==> config.mk <==
export PLATFORM = sky130hd
export DESIGN_NAME = tcmp_unit
export DESIGN_NICKNAME = d
export VERILOG_FILES = /design/src/rtl/tcmp_pkg.sv /design/src/rtl/tcmp_edge.sv /design/src/rtl/tcmp_mode_fsm.sv /design/src/rtl/tcmp_out_stage.sv /design/src/rtl/tcmp_unit.sv
export SDC_FILE = /design/constraint.sdc
export NUM_CORES = 1
export LEC_CHECK = 0
export BUFFER_PORTS_ARGS = -buffer_cell sky130_fd_sc_hd__buf_2
export CORE_MARGIN = 1
export CORE_UTILIZATION = 47
export DETAILED_ROUTE_END_ITERATION = 7
export GPL_TIMING_DRIVEN = 0
export HOLD_SLACK_MARGIN = 0.12
export PLACE_DENSITY_LB_ADDON = 0.1
export SKIP_LAST_GASP = 1
export SYNTH_ARGS = -nofsm -noshare
export SYNTH_HDL_FRONTEND = slang
export SYNTH_HIERARCHICAL = 1
export SYNTH_SLANG_ARGS = --single-unit
==> constraint.sdc <==
create_clock -name clk -period 1.9 [get_ports clk]
set_input_delay 0.38 -clock clk [delete_from_list [all_inputs] [get_ports clk]]
set_output_delay 0.38 -clock clk [all_outputs]
set_load 0.01 [all_outputs]
==> src/rtl/tcmp_pkg.sv <==
package tcmp_pkg;

    localparam int MODE_W = 4;

    localparam logic [MODE_W-1:0] CODE_OFF     = 4'b0000;
    localparam logic [MODE_W-1:0] CODE_TOGGLE  = 4'b0010;
    localparam logic [MODE_W-1:0] CODE_HI      = 4'b1000;
    localparam logic [MODE_W-1:0] CODE_LO      = 4'b1001;
    localparam logic [MODE_W-1:0] CODE_FLAGONL = 4'b1010;

    typedef enum logic [2:0] {
        M_OFF,
        M_DRIVE_HI,
        M_DRIVE_LO,
        M_TOGGLE,
        M_FLAG_ONLY
    } cmp_mode_e;

    function automatic cmp_mode_e decode_mode(input logic [MODE_W-1:0] code);
        cmp_mode_e m;
        unique case (code)
            CODE_HI:      m = M_DRIVE_HI;
            CODE_LO:      m = M_DRIVE_LO;
            CODE_TOGGLE:  m = M_TOGGLE;
            CODE_FLAGONL: m = M_FLAG_ONLY;
            default:      m = M_OFF;
        endcase
        return m;
    endfunction

endpackage

==> src/rtl/tcmp_edge.sv <==
module tcmp_edge #(
    parameter int TW = 16
) (
    input  logic          clk,
    input  logic          rst_n,
    input  logic [TW-1:0] tmr_val,
    input  logic          cmp_wr,
    input  logic [TW-1:0] cmp_wdata,
    output logic          match_pulse
);

    logic [TW-1:0] cmp_q;
    logic          eq_now;
    logic          eq_q;

    always_ff @(posedge clk or negedge rst_n) begin
        if (!rst_n) begin
            cmp_q <= '0;
        end else if (cmp_wr) begin
            cmp_q <= cmp_wdata;
        end
    end

    always_comb eq_now = (tmr_val == cmp_q);

    always_ff @(posedge clk or negedge rst_n) begin
        if (!rst_n) begin
            eq_q <= 1'b0;
        end else begin
            eq_q <= eq_now;
        end
    end

    always_comb match_pulse = eq_now & ~eq_q;

endmodule

==> src/rtl/tcmp_mode_fsm.sv <==
module tcmp_mode_fsm
    import tcmp_pkg::*;
(
    input  logic              clk,
    input  logic              rst_n,
    input  logic              mode_wr,
    input  logic [MODE_W-1:0] mode_wdata,
    output cmp_mode_e         cur_mode,
    output logic              preset_en,
    output logic              preset_val
);

    cmp_mode_e state_q;

    always_ff @(posedge clk or negedge rst_n) begin
        if (!rst_n) begin
            state_q <= M_OFF;
        end else if (mode_wr) begin
            state_q <= decode_mode(mode_wdata);
        end
    end

    always_comb begin
        cur_mode   = state_q;
        preset_en  = 1'b0;
        preset_val = 1'b0;
        if (mode_wr) begin
            unique case (mode_wdata)
                CODE_HI: begin
                    preset_en  = 1'b1;
                    preset_val = 1'b1;
                end
                CODE_LO, CODE_OFF: begin
                    preset_en  = 1'b1;
                    preset_val = 1'b0;
                end
                default: begin
                    preset_en  = 1'b0;
                    preset_val = 1'b0;
                end
            endcase
        end
    end

endmodule

==> src/rtl/tcmp_out_stage.sv <==
module tcmp_out_stage
    import tcmp_pkg::*;
(
    input  logic      clk,
    input  logic      rst_n,
    input  cmp_mode_e cur_mode,
    input  logic      mode_wr,
    input  logic      preset_en,
    input  logic      preset_val,
    input  logic      match_pulse,
    input  logic      flag_clr,
    output logic      out_pin,
    output logic      cmp_flag
);

    logic act;

    always_comb act = match_pulse && !mode_wr && (cur_mode != M_OFF);

    always_ff @(posedge clk or negedge rst_n) begin
        if (!rst_n) begin
            out_pin <= 1'b0;
        end else if (mode_wr) begin
            if (preset_en) begin
                out_pin <= preset_val;
            end
        end else if (act) begin
            unique case (cur_mode)
                M_DRIVE_HI:  out_pin <= 1'b1;
                M_DRIVE_LO:  out_pin <= 1'b0;
                M_TOGGLE:    out_pin <= ~out_pin;
                default:     out_pin <= out_pin;
            endcase
        end
    end

    always_ff @(posedge clk or negedge rst_n) begin
        if (!rst_n) begin
            cmp_flag <= 1'b0;
        end else if (act) begin
            cmp_flag <= 1'b1;
        end else if (flag_clr) begin
            cmp_flag <= 1'b0;
        end
    end

endmodule

==> src/rtl/tcmp_unit.sv <==
module tcmp_unit
    import tcmp_pkg::*;
#(
    parameter int TW = 16
) (
    input  logic              clk,
    input  logic              rst_n,
    input  logic [TW-1:0]     tmr_val,
    input  logic              cmp_wr,
    input  logic [TW-1:0]     cmp_wdata,
    input  logic              mode_wr,
    input  logic [MODE_W-1:0] mode_wdata,
    input  logic              flag_clr,
    output logic              out_pin,
    output logic              cmp_flag
);

    logic      match_pulse;
    cmp_mode_e cur_mode;
    logic      preset_en;
    logic      preset_val;

    tcmp_edge #(.TW(TW)) u_edge (
        .clk         (clk),
        .rst_n       (rst_n),
        .tmr_val     (tmr_val),
        .cmp_wr      (cmp_wr),
        .cmp_wdata   (cmp_wdata),
        .match_pulse (match_pulse)
    );

    tcmp_mode_fsm u_fsm (
        .clk        (clk),
        .rst_n      (rst_n),
        .mode_wr    (mode_wr),
        .mode_wdata (mode_wdata),
        .cur_mode   (cur_mode),
        .preset_en  (preset_en),
        .preset_val (preset_val)
    );

    tcmp_out_stage u_out (
        .clk         (clk),
        .rst_n       (rst_n),
        .cur_mode    (cur_mode),
        .mode_wr     (mode_wr),
        .preset_en   (preset_en),
        .preset_val  (preset_val),
        .match_pulse (match_pulse),
        .flag_clr    (flag_clr),
        .out_pin     (out_pin),
        .cmp_flag    (cmp_flag)
    );

endmodule

==> results <==
- The maximum clock path buffer count is 2.
- The worst hold path was traced through 2 stages.
- The finished cells cover 0.00139 mm2.
- The worst hold path terminates at u_out/cmp_flag.
- Of the total power, the share spent switching nets is 24.4%.
- The power density normalized to cell area is 696 mW/mm2.
- The distinct cell type count after synthesis is 24.
- The combinational fraction of design power is 18.4%.
- The worst ir drop on vdd is 0.519 mV.
- The worst path arrival time is 1880 ps.
- In this run the register-to-register setup slack is 240 ps.
- The vertical die dimension is 50.4 um.
- The type of the most critical hold path is input port to flop.
- The total of flip-flops plus latches after synthesis is 22.
- The die extent in x is 50.4 um.
- The global-route usage over all layers is 17.4%.
- The Yosys step of the flow raised 6 warnings.
- The I/O pin count is 43.
- The filler cells instantiated in the layout total 199.
- The number of global-route vias before repair is 797.
- The worst path meets setup with 242 ps of slack.
- Measured in cells, the most critical reg-to-reg path has a length of 6.
- The worst setup path is launched from a flop.
- The sequential power share is 55.2%.
- The post-synthesis instance area is 0.00110 mm2.
- The post-synth net total is 132.
- The number of antenna diodes in the final layout is 0.
- The biggest fanout along the worst timing path is 3.
- Walking the worst path, the cells encountered are xnor2_1, nand4_1, nor4_2, nor2b_2, a31oi_1, o31ai_2.
- After synthesis, flip-flops and latches occupy 50.0% of the total area.
- Ranked by total cell area, the synthesized netlist is headed by dfrtp_1 50%, mux2_2 18%, xnor2_1 13%, nand4_1 2.3%, inv_1 2.0%.
- The buffers plus inverters on the worst setup path is 0.
- After the first detailed-routing iteration, the DRC count stood at 7.
- The number of clock buffers added by TritonCTS is 3.
- The worst setup path is captured at a flop.
- The routed wire length per instance is 11.8 um.
- The total net switching power is 0.236 mW.
- The fmax is 603 MHz.
- The number of slew-limit violations in the final report is 0.
- For this design the static power due to leakage is 0.625 nW.
- The number of hold-slack violations in the final timing report is 0.
- The internal portion of the total power is 0.732 mW.
- The average instance in the mapped netlist occupies 12.1 um2.
- The endpoint identified for the worst register-to-register timing path is u_out/out_pin.
- The category of the most critical setup path is flop to flop.
- The worst-path cell with the longest stage delay is dfrtp_1.
- The final estimated routing congestion in global placement is 0.711.
- On the critical path the largest part of the delay comes from simple AND/OR/NAND/NOR gates.
- Of the post-synthesis cell area, the dominant cell type holds 50.0%.
- The cell depth of the worst setup path is 6.
- The root buffer selected by CTS is clkbuf_4.
- The number of setup buffers added after CTS is 0.
- The via density per instance is 4.81.
- In the routed design, unresolved DRC markers number 0.
- dfrtp_1 takes more of the synthesized area than any other cell.
- In the final layout, the share of cells above drive strength 1 is 49.6%.
- Counting every sink on the clock net gives 22.
- Counting every instance in the synthesized netlist gives 91.
- The number of vias in the routed layout is 793.
- The cell row count is 17.
- The floorplan step defined a die boundary enclosing 0.00254 mm2.
- After layout, the worst path uses 87.3% of the clock period.
- The remaining global-route overflow is 0.
- The number of violations of the max-capacitance limit is 0.
- The final setup violation count is 0.
- The share of total power in the clock network is 26.3%.
- The largest single stage delay on the critical path is 410 ps.
- After detailed placement, the total cell area comes to 0.00134 mm2.
- The largest net degree at the start of global routing is 23.
- The reg-to-reg startpoint is u_edge/cmp_q[14].
- The total negative setup slack is 0 ps.
- The antenna violation net count after detailed routing is 0.
- Timing analysis after detailed placement gives a worst setup slack of 119 ps.
- The endpoint required time on the critical path is 2120 ps.
- The worst hold path startpoint is flag_clr.
- The first global-routing pass estimated 3220 um of wire.
- Before antenna repair, the detailed router went through 4 iterations.
- Clock latency on the worst-skew pair, taken at its later pin, is 300 ps.
- Setup repair after global routing left no endpoint under its margin.
- The worst path in the final design needs a cycle of 1660 ps, including I/O delays and setup.
- The count of buffers inserted at the top-level ports is 41.
- Across the routed clock network, the largest skew measured is 3.25 ps.
- The number of nets in the finished design is 179.
- The final standard cell count with taps included and fillers excluded is 165.
- The standard cell core area is 0.00221 mm2.
- The number of antenna violations at the first check in global routing was 0.
- Measured against its own limit, the worst slew margin works out to 68.6%.
- The commonest non-fill, non-tap cell in the layout is buf_2.
- For the pin with the worst max-slew slack, the measured transition is 471 ps.
- The flow ran to the end, and the final reports show no timing, DRC or antenna violations.
- Once placement completed, the tool counted placed cells totaling 160.
- Wires add up to 1950 um.
- The maximum level of the CTS H-tree is 1.
- From synthesis to final layout, the design area changed by 26.2%.
- The initial cell density of the core is 49.8%.
- The top cell types in the final layout, fill and taps aside, are 43 x buf_2, 22 x dfrtp_1, 18 x mux2_2.
- The clock transition at the registers of the reported paths is 120 ps.
- The clock tree from TritonCTS is built.
==> registers in the layout, indices dropped and copies added, names as in the netlist <==
register and cells:
u_out/out_pin 1, u_edge/eq_q 1, u_out/cmp_flag 1, u_edge/cmp_q 16, u_fsm/cur_mode 3
==> per-stage QoR <==
stage          utilization, %  hold WS, ps  total power [mW]
6_report                 62.8          236             0.968
5_1_grt                  62.8          226              1.02
4_1_cts                  62.7          228             0.981
3_5_place_dp             60.6          367             0.724
3_3_place_gp             60.6          370             0.715
2_1_floorplan               -         84.4             0.646
==> layout make-up <==
class / instances / area (um2) / share of cell area [%]
Sequential cell: 22 / 551 / 39.6
Multi-Input combinational cell: 61 / 520 / 37.4
Timing Repair Buffer: 42 / 215 / 15.5
Clock buffer: 4 / 36.3 / 2.61
Tap cell: 28 / 35.0 / 2.52
Inverter: 6 / 22.5 / 1.62
Buffer: 2 / 10.0 / 0.720
==> synthesized netlist by cell type, drive strengths merged <==
cell and instances:
nand3 1, nand2 3, xor2 1, o32ai 1, xnor2 16, buf 2, dfrtp 22, or3b 1
o21ai 1, a21oi 1, o2111a 1, nand3b 1, nor2 3, o22ai 1, mux2 18, nand2b 1
nand4 4, o31ai 1, nor4 1, nor3 1, inv 6, a31oi 1, nor2b 2, or2 1
==> routing by layer <==
layer,global-route usage [%],wire (um),vias to the layer above
li1,-,-,406
met1,21.2,864,359
met2,29.1,948,24
met3,3.03,103,4
met4,9.72,30,0
met5,0,0,-
==> worst max-delay path by stage <==
| stage | start | to | slack [ps] |
|---|---|---|---|
| floorplan | u_edge/cmp_q[10] | u_out/out_pin | 390 |
| global placement | tmr_val[0] | u_out/out_pin | 150 |
| detailed placement | tmr_val[14] | u_out/out_pin | 120 |
| CTS | u_edge/cmp_q[14] | u_out/out_pin | 170 |
| global route | u_edge/cmp_q[5] | u_out/cmp_flag | 5 |
| finish | u_edge/cmp_q[14] | u_out/out_pin | 240 |
==> cell families after synthesis <==
logic type	count (synthesis)	synth area share, %
AND/OR/NAND/NOR	19	10.1
AO/OA/AOI/OAI	7	5.00
flip-flops	22	50.0
buffers and inverters	8	2.95
XOR/XNOR	17	13.5
multiplexers	18	18.4
==> power groups by stage <==
stage,logic (mW),registers [mW],clock network [mW]
after detailed placement,0.180,0.544,0
after global routing,0.199,0.540,0.282
after global placement,0.174,0.541,0
after CTS,0.182,0.535,0.264
final,0.178,0.535,0.255
after floorplan,0.108,0.538,0
==> timing repair <==
action | in CTS | in global routing
hold buffers | 1 | 0
hold endpoints to repair | 22 | 0
resized for setup | 0 | 1
endpoints found under the setup margin | 0 | 2
Power figures use the tool's default switching activity.
